**src/rtl/spinlock_pkg.sv**
```systemverilog
// Package: shared widths and types for the owner-ID lock bank.
// Assumes an 8-bit identifier and a 32-bit register bus.
package spinlock_pkg;
    localparam int ID_W  = 8;
    localparam int BUS_W = 32;
    typedef logic [ID_W-1:0] owner_t;
    localparam owner_t FREE_ID = '0;
endpackage

```
**src/rtl/lock_decode.sv**
```systemverilog
// Module: lock_decode
// Turns a byte address into a word index, an in-range flag and a one-hot
// write-enable vector. Assumes NUM_LOCKS <= 2**(ADDR_W-2).
module lock_decode #(
    parameter int ADDR_W    = 8,
    parameter int NUM_LOCKS = 8,
    localparam int IDX_W    = ADDR_W - 2
) (
    input  logic [ADDR_W-1:0]    bus_addr,
    input  logic                 bus_wr,
    output logic [IDX_W-1:0]     word_idx,
    output logic                 idx_valid,
    output logic [NUM_LOCKS-1:0] we_vec
);
    logic unused_lo;

    // Purpose: split the address into the word index and the ignored byte lane.
    always_comb begin
        word_idx  = bus_addr[ADDR_W-1:2];
        unused_lo = ^bus_addr[1:0];
        idx_valid = (int'(word_idx) < NUM_LOCKS);
    end

    // Purpose: give each lock its own write strobe.
    for (genvar g = 0; g < NUM_LOCKS; g++) begin : g_we
        assign we_vec[g] = bus_wr && idx_valid && (word_idx == IDX_W'(g));
    end

    // Purpose: check that an out-of-range index strobes no lock.
    always_comb begin
        AST_OOR_NO_STROBE: assert (idx_valid || we_vec == '0);
        AST_ONE_STROBE: assert ($onehot0(we_vec));
    end
endmodule

```
**src/rtl/lock_cell.sv**
```systemverilog
// Module: lock_cell
// Holds one lock register. A nonzero identifier claims a free lock. The
// owner's identifier frees it. Any other write is ignored.
// Assumes the write strobe is already qualified by address decode.
module lock_cell
    import spinlock_pkg::*;
(
    input  logic   clk,
    input  logic   rst_n,
    input  logic   we,
    input  owner_t req_id,
    output owner_t owner
);
    // Purpose: owner register, updated by the claim/release rule.
    always_ff @(posedge clk) begin
        if (!rst_n) begin
            owner <= FREE_ID;
        end else if (we && req_id != FREE_ID) begin
            if (owner == FREE_ID)
                owner <= req_id;
            else if (owner == req_id)
                owner <= FREE_ID;
        end
    end

    AST_RESET_FREE: assert property (@(posedge clk) disable iff (!rst_n)
        !$past(rst_n) |-> owner == FREE_ID);
    AST_CLAIM_FREE: assert property (@(posedge clk) disable iff (!rst_n)
        (we && req_id != FREE_ID && owner == FREE_ID) |=> owner == $past(req_id));
    AST_OWNER_RELEASE: assert property (@(posedge clk) disable iff (!rst_n)
        (we && owner != FREE_ID && req_id == owner) |=> owner == FREE_ID);
    AST_FOREIGN_HOLD: assert property (@(posedge clk) disable iff (!rst_n)
        (we && req_id != FREE_ID && owner != FREE_ID && req_id != owner) |=> $stable(owner));
    AST_ZERO_HOLD: assert property (@(posedge clk) disable iff (!rst_n)
        (we && req_id == FREE_ID) |=> $stable(owner));
    AST_IDLE_HOLD: assert property (@(posedge clk) disable iff (!rst_n)
        !we |=> $stable(owner));
endmodule

```
**src/rtl/lock_rd_mux.sv**
```systemverilog
// Module: lock_rd_mux
// Selects the addressed owner onto the read bus, zero-extended. Returns zero
// for an out-of-range index. Assumes owners are packed lowest lock first.
module lock_rd_mux
    import spinlock_pkg::*;
#(
    parameter int NUM_LOCKS = 8,
    parameter int IDX_W     = 6
) (
    input  owner_t [NUM_LOCKS-1:0] owners,
    input  logic   [IDX_W-1:0]     word_idx,
    input  logic                   idx_valid,
    output logic   [BUS_W-1:0]     rdata
);
    // Purpose: combinational owner select.
    always_comb begin
        rdata = '0;
        for (int i = 0; i < NUM_LOCKS; i++) begin
            if (idx_valid && word_idx == IDX_W'(i))
                rdata[ID_W-1:0] = owners[i];
        end
    end
endmodule

```
**src/rtl/owner_lock_bank.sv**
```systemverilog
// Module: owner_lock_bank
// Top of the lock bank: address decode, one lock_cell per lock, and the read
// mux. Assumes a single-cycle bus where each write lands at the rising edge.
module owner_lock_bank
    import spinlock_pkg::*;
#(
    parameter int NUM_LOCKS = 8,
    parameter int ADDR_W    = 8,
    localparam int IDX_W    = ADDR_W - 2
) (
    input  logic              clk,
    input  logic              rst_n,
    input  logic [ADDR_W-1:0] bus_addr,
    input  logic              bus_wr,
    input  logic [BUS_W-1:0]  bus_wdata,
    output logic [BUS_W-1:0]  bus_rdata
);
    logic [IDX_W-1:0]       word_idx;
    logic                   idx_valid;
    logic [NUM_LOCKS-1:0]   we_vec;
    owner_t [NUM_LOCKS-1:0] owners;
    owner_t                 req_id;
    logic                   unused_hi;

    // Purpose: take the identifier from the low data byte only.
    always_comb begin
        req_id    = bus_wdata[ID_W-1:0];
        unused_hi = ^bus_wdata[BUS_W-1:ID_W];
    end

    lock_decode #(.ADDR_W(ADDR_W), .NUM_LOCKS(NUM_LOCKS)) u_decode (
        .bus_addr  (bus_addr),
        .bus_wr    (bus_wr),
        .word_idx  (word_idx),
        .idx_valid (idx_valid),
        .we_vec    (we_vec)
    );

    for (genvar g = 0; g < NUM_LOCKS; g++) begin : g_lock
        lock_cell u_cell (
            .clk    (clk),
            .rst_n  (rst_n),
            .we     (we_vec[g]),
            .req_id (req_id),
            .owner  (owners[g])
        );
    end

    lock_rd_mux #(.NUM_LOCKS(NUM_LOCKS), .IDX_W(IDX_W)) u_rd (
        .owners    (owners),
        .word_idx  (word_idx),
        .idx_valid (idx_valid),
        .rdata     (bus_rdata)
    );

    AST_OOR_READ_ZERO: assert property (@(posedge clk) disable iff (!rst_n)
        !idx_valid |-> bus_rdata == '0);
    AST_UPPER_ZERO: assert property (@(posedge clk) disable iff (!rst_n)
        bus_rdata[BUS_W-1:ID_W] == '0);
endmodule

```
**config.mk**
```make
export PLATFORM = sky130hd
export DESIGN_NAME = owner_lock_bank
export DESIGN_NICKNAME = d
export VERILOG_FILES = /design/src/rtl/spinlock_pkg.sv /design/src/rtl/lock_decode.sv /design/src/rtl/lock_cell.sv /design/src/rtl/lock_rd_mux.sv /design/src/rtl/owner_lock_bank.sv
export SDC_FILE = /design/constraint.sdc
export NUM_CORES = 1
export LEC_CHECK = 0
export ABC_AREA = 1
export BUFFER_PORTS_ARGS = -buffer_cell sky130_fd_sc_hd__buf_2
export CORE_MARGIN = 2
export CORE_UTILIZATION = 43
export DETAILED_ROUTE_END_ITERATION = 10
export PLACE_DENSITY = 0.65
export REMOVE_ABC_BUFFERS = 1
export SYNTH_ARGS = -nofsm -noshare
export SYNTH_HDL_FRONTEND = slang
export SYNTH_HIERARCHICAL = 1
export SYNTH_SLANG_ARGS = --single-unit
```
**constraint.sdc**
```tcl
create_clock -name clk -period 1.3 [get_ports clk]
set_clock_uncertainty 0.2 [all_clocks]
set_input_delay 0 -clock clk [delete_from_list [all_inputs] [get_ports clk]]
set_output_delay 0 -clock clk [all_outputs]
set_load 0.005 [all_outputs]
```
==> summary.txt <==
Status
  • Outcome: finished with violations
  • Violated checks: negative setup slack

Layout
  • Fin cells: roughly 1,200
  • Largest register by flop count: g_lock.u_cell/owner
  • Largest regs: g_lock.u_cell/owner (64)
  • Reg area: roughly 1400 sq um
  • Number of flip-flops in the largest register: 64
  • Layout area overhead: 52.1%
  • Area of the multi-input gates: approximately 3600 sq um
  • Share of cells above drive strength 1: between 40% and 50%
  • Final net count: 1,066
  • Filler cells: about 960
  • Post-layout util: between 60% and 70%
  • N_diodes: 0

Drt
  • Drt wl/cell: about 16 um
  • DRT Pass-1 Iters: 5
  • # DRC: 0
  • Vias per inst: ~5.2
  • Post-DRT Antenna Nets: 0
  • Initial DRC Count: around 500
  • Routed via count: around 6,000
  • Routed WL: 18.2 mm

Clock network
  • Clk sink count: 64
  • Clk root buf: clkbuf_16
  • CTS buffer count: 9
  • Clock Latency Late Sink: ~0.34 ns
  • CTS tree: yes
  • Longest Clk Path Bufs: 2
  • H-tree levels: 3
  • CTS clk-pin slew, worst paths: 0.05 ns

Global routing
  • First-pass GRT wire length: 27.8 mm
  • Vias in the first global route: around 5,500
  • GRT Total Usage: 28.0%
  • Global route overflow: 0
  • Antenna violations before repair: 0
  • Largest net degree at the start of global routing: 24

Synthesis
  • Synth Flop Type: dfxtp_1
  • Synth Cell Area: just over 5000 sq um
  • Async SR Flop Fraction: 0%
  • Flop and latch count out of synthesis: 64
  • Syn Inst Count: 841
  • Post-synthesis cell type count: 23
  • Post-synth top area cell: dfxtp_1
  • EDFF count, synth: 0
  • Most frequent cells after synthesis: 270 x nand2_1, 107 x inv_1, 99 x nand3_1
  • Register area share after synthesis: between 20% and 30%
  • Ranking of synthesized cells by area: dfxtp_1 25%, nand2_1 20%, nand3_1 9.8%
  • Avg Inst Size Synth: between 5 and 6 sq um
  • Post-synth top area share: between 20 and 30%
  • Most numerous cell in the Yosys netlist: nand2_1
  • Synth Warn #: 6

Timing
  • # setup viols final: approximately 70
  • Period minus WS final: 1.65 ns
  • Max_slew headroom: 63.4%
  • Setup TNS Final: -11.95 ns
  • Max Slew Vio Count: 0
  • Final period util: 127%
  • Actual slew at the worst max-slew pin: 0.550 ns
  • Setup slack after layout: -0.352 ns
  • RSZ-0062 raised after global routing: yes
  • Fin. Hold Viols: 0
  • Fmax: ~0.61 GHz

Hold path
  • Worst hold start: bus_wdata[1]
  • Hold path depth: 5
  • Worst hold endpoint: g_lock[5].u_cell/owner[1]
  • Worst hold path class: input port to flip-flop

Floorplan
  • Die height: 112 um
  • Initial Utilization: ~44%
  • CORE AREA: 11,400 sq um
  • Chip width: approximately 110 um
  • # rows: 39
  • Boundary pin count: 75
  • Die area: approximately 13,000 sq um

Place
  • Routability Congestion: between 0.9 and 1
  • HPWL Detailed: approximately 11 mm
  • Port Buffers: 24
  • DP Cell Count: ~1,100
  • Setup WS pre-CTS: -0.430 ns

Critical path
  • Worst Reg-to-Reg Cells: 9
  • Max FO, Critical Path: 2
  • Worst r2r dst: g_lock[1].u_cell/owner[6]
  • Worst EP arrival: around 1.5 ns
  • RR Startpoint: g_lock[1].u_cell/owner[5]
  • R2R Setup Slk: -0.21 ns
  • Crit path capture type: primary output
  • CP required: 1.10 ns
  • Crit path launch type: flip-flop
  • WS Path Type: flip-flop to primary output

Pwr
  • Peak supply drop: approximately 0.53 mV
  • Power Density: between 600 and 700 nW/um^2
  • P_leak: 3.47 nW
  • Power Total: around 0.0053 W

Job
  • Max_cap viols: 0
## where the power goes
| part | total [W] | internal [W] | switching, W |
|---|---|---|---|
| sequential | 0.00196 | 0.00195 | 0.00000507 |
| clock | 0.00249 | 0.00158 | 0.000913 |
| combinational | 0.000832 | 0.000345 | 0.000487 |
## stage by stage
stage	instance area, sq um	hold slack (ns)
2_1_floorplan	4800	-0.0325
3_3_place_gp	6350	0.264
3_5_place_dp	6350	0.264
4_1_cts	7170	0.0372
5_1_grt	7670	0.0614
6_report	7670	0.0575
## repair_timing
item                                    CTS  global route
setup buffers                            16             6
resized for setup                        94           150
pin swaps                                60           103
endpoints found under the hold margin    56             0
hold buffers                             14             0
gates cloned                              0             0
endpoints found under the setup margin   72            72
## how the worst max path moves through the flow
stage	cells past startpoint	slack (ns)	end	start
CTS	8	-0.34	bus_rdata[3]	g_lock[1].u_cell/owner[3]
global route	8	-0.47	bus_rdata[3]	g_lock[0].u_cell/owner[3]
finish	6	-0.35	bus_rdata[6]	g_lock[1].u_cell/owner[6]
floorplan	9	-0.32	bus_rdata[0]	bus_addr[7]
detailed placement	10	-0.43	bus_rdata[3]	bus_addr[7]
global placement	12	-0.40	bus_rdata[7]	bus_addr[7]
## final cells by class
cell class | instances | area share, %
well taps | 143 | 2.33
clock inverters | 5 | 0.718
multi-input cells | 652 | 47.5
inverters | 107 | 5.27
clock buffers | 11 | 3.29
repair buffers | 189 | 23.2
flip-flops and latches | 64 | 17.6
## routing by layer
metal  GRT usage (%)  wire [um]  vias up
met2            45.5       8420      258
met3            4.64       1290       53
li1                -          -     2970
met5               0          0        -
met1            37.4       7760     2787
met4            10.7        703        0
## worst max-delay path, stage by stage, from the launching register on
cell	delay, ns
dfxtp_2	0.32
buf_6	0.11
nand4_1	0.08
nand4_1	0.18
nor2_2	0.17
nand4_1	0.11
buf_2	0.14
## cell usage in the layout (no fill, tap or decap), types with 4 or more instances in the layout
cell,n
nand2_4,10
nand2_1,218
nand3_1,87
dfxtp_1,20
buf_2,23
dfxtp_2,37
nor2_4,18
xnor2_2,16
dfxtp_4,7
a21oi_2,26
clkbuf_16,9
nor2_1,64
xnor2_1,16
nor2_2,22
buf_6,29
buf_4,101
nand4_1,22
conb_1,24
or2_0,4
nand2_2,59
buf_12,22
inv_2,20
o21a_1,8
dlygate4sd3_1,13
nand3_2,13
inv_1,86
a21oi_1,38
## cell families (layout without fill, tap and decap cells)
logic type	Yosys count	in the layout	synth area share [%]
xor gates and xnor gates	32	32	5.56
AOI/OAI and AO/OA	75	75	7.94
buffers and inverters	148	312	14.6
and+or+nand+nor	521	521	46.5
other	1	24	0.0744
DFF	64	64	25.4
No activity file was read; power rests on OpenSTA's default activity.
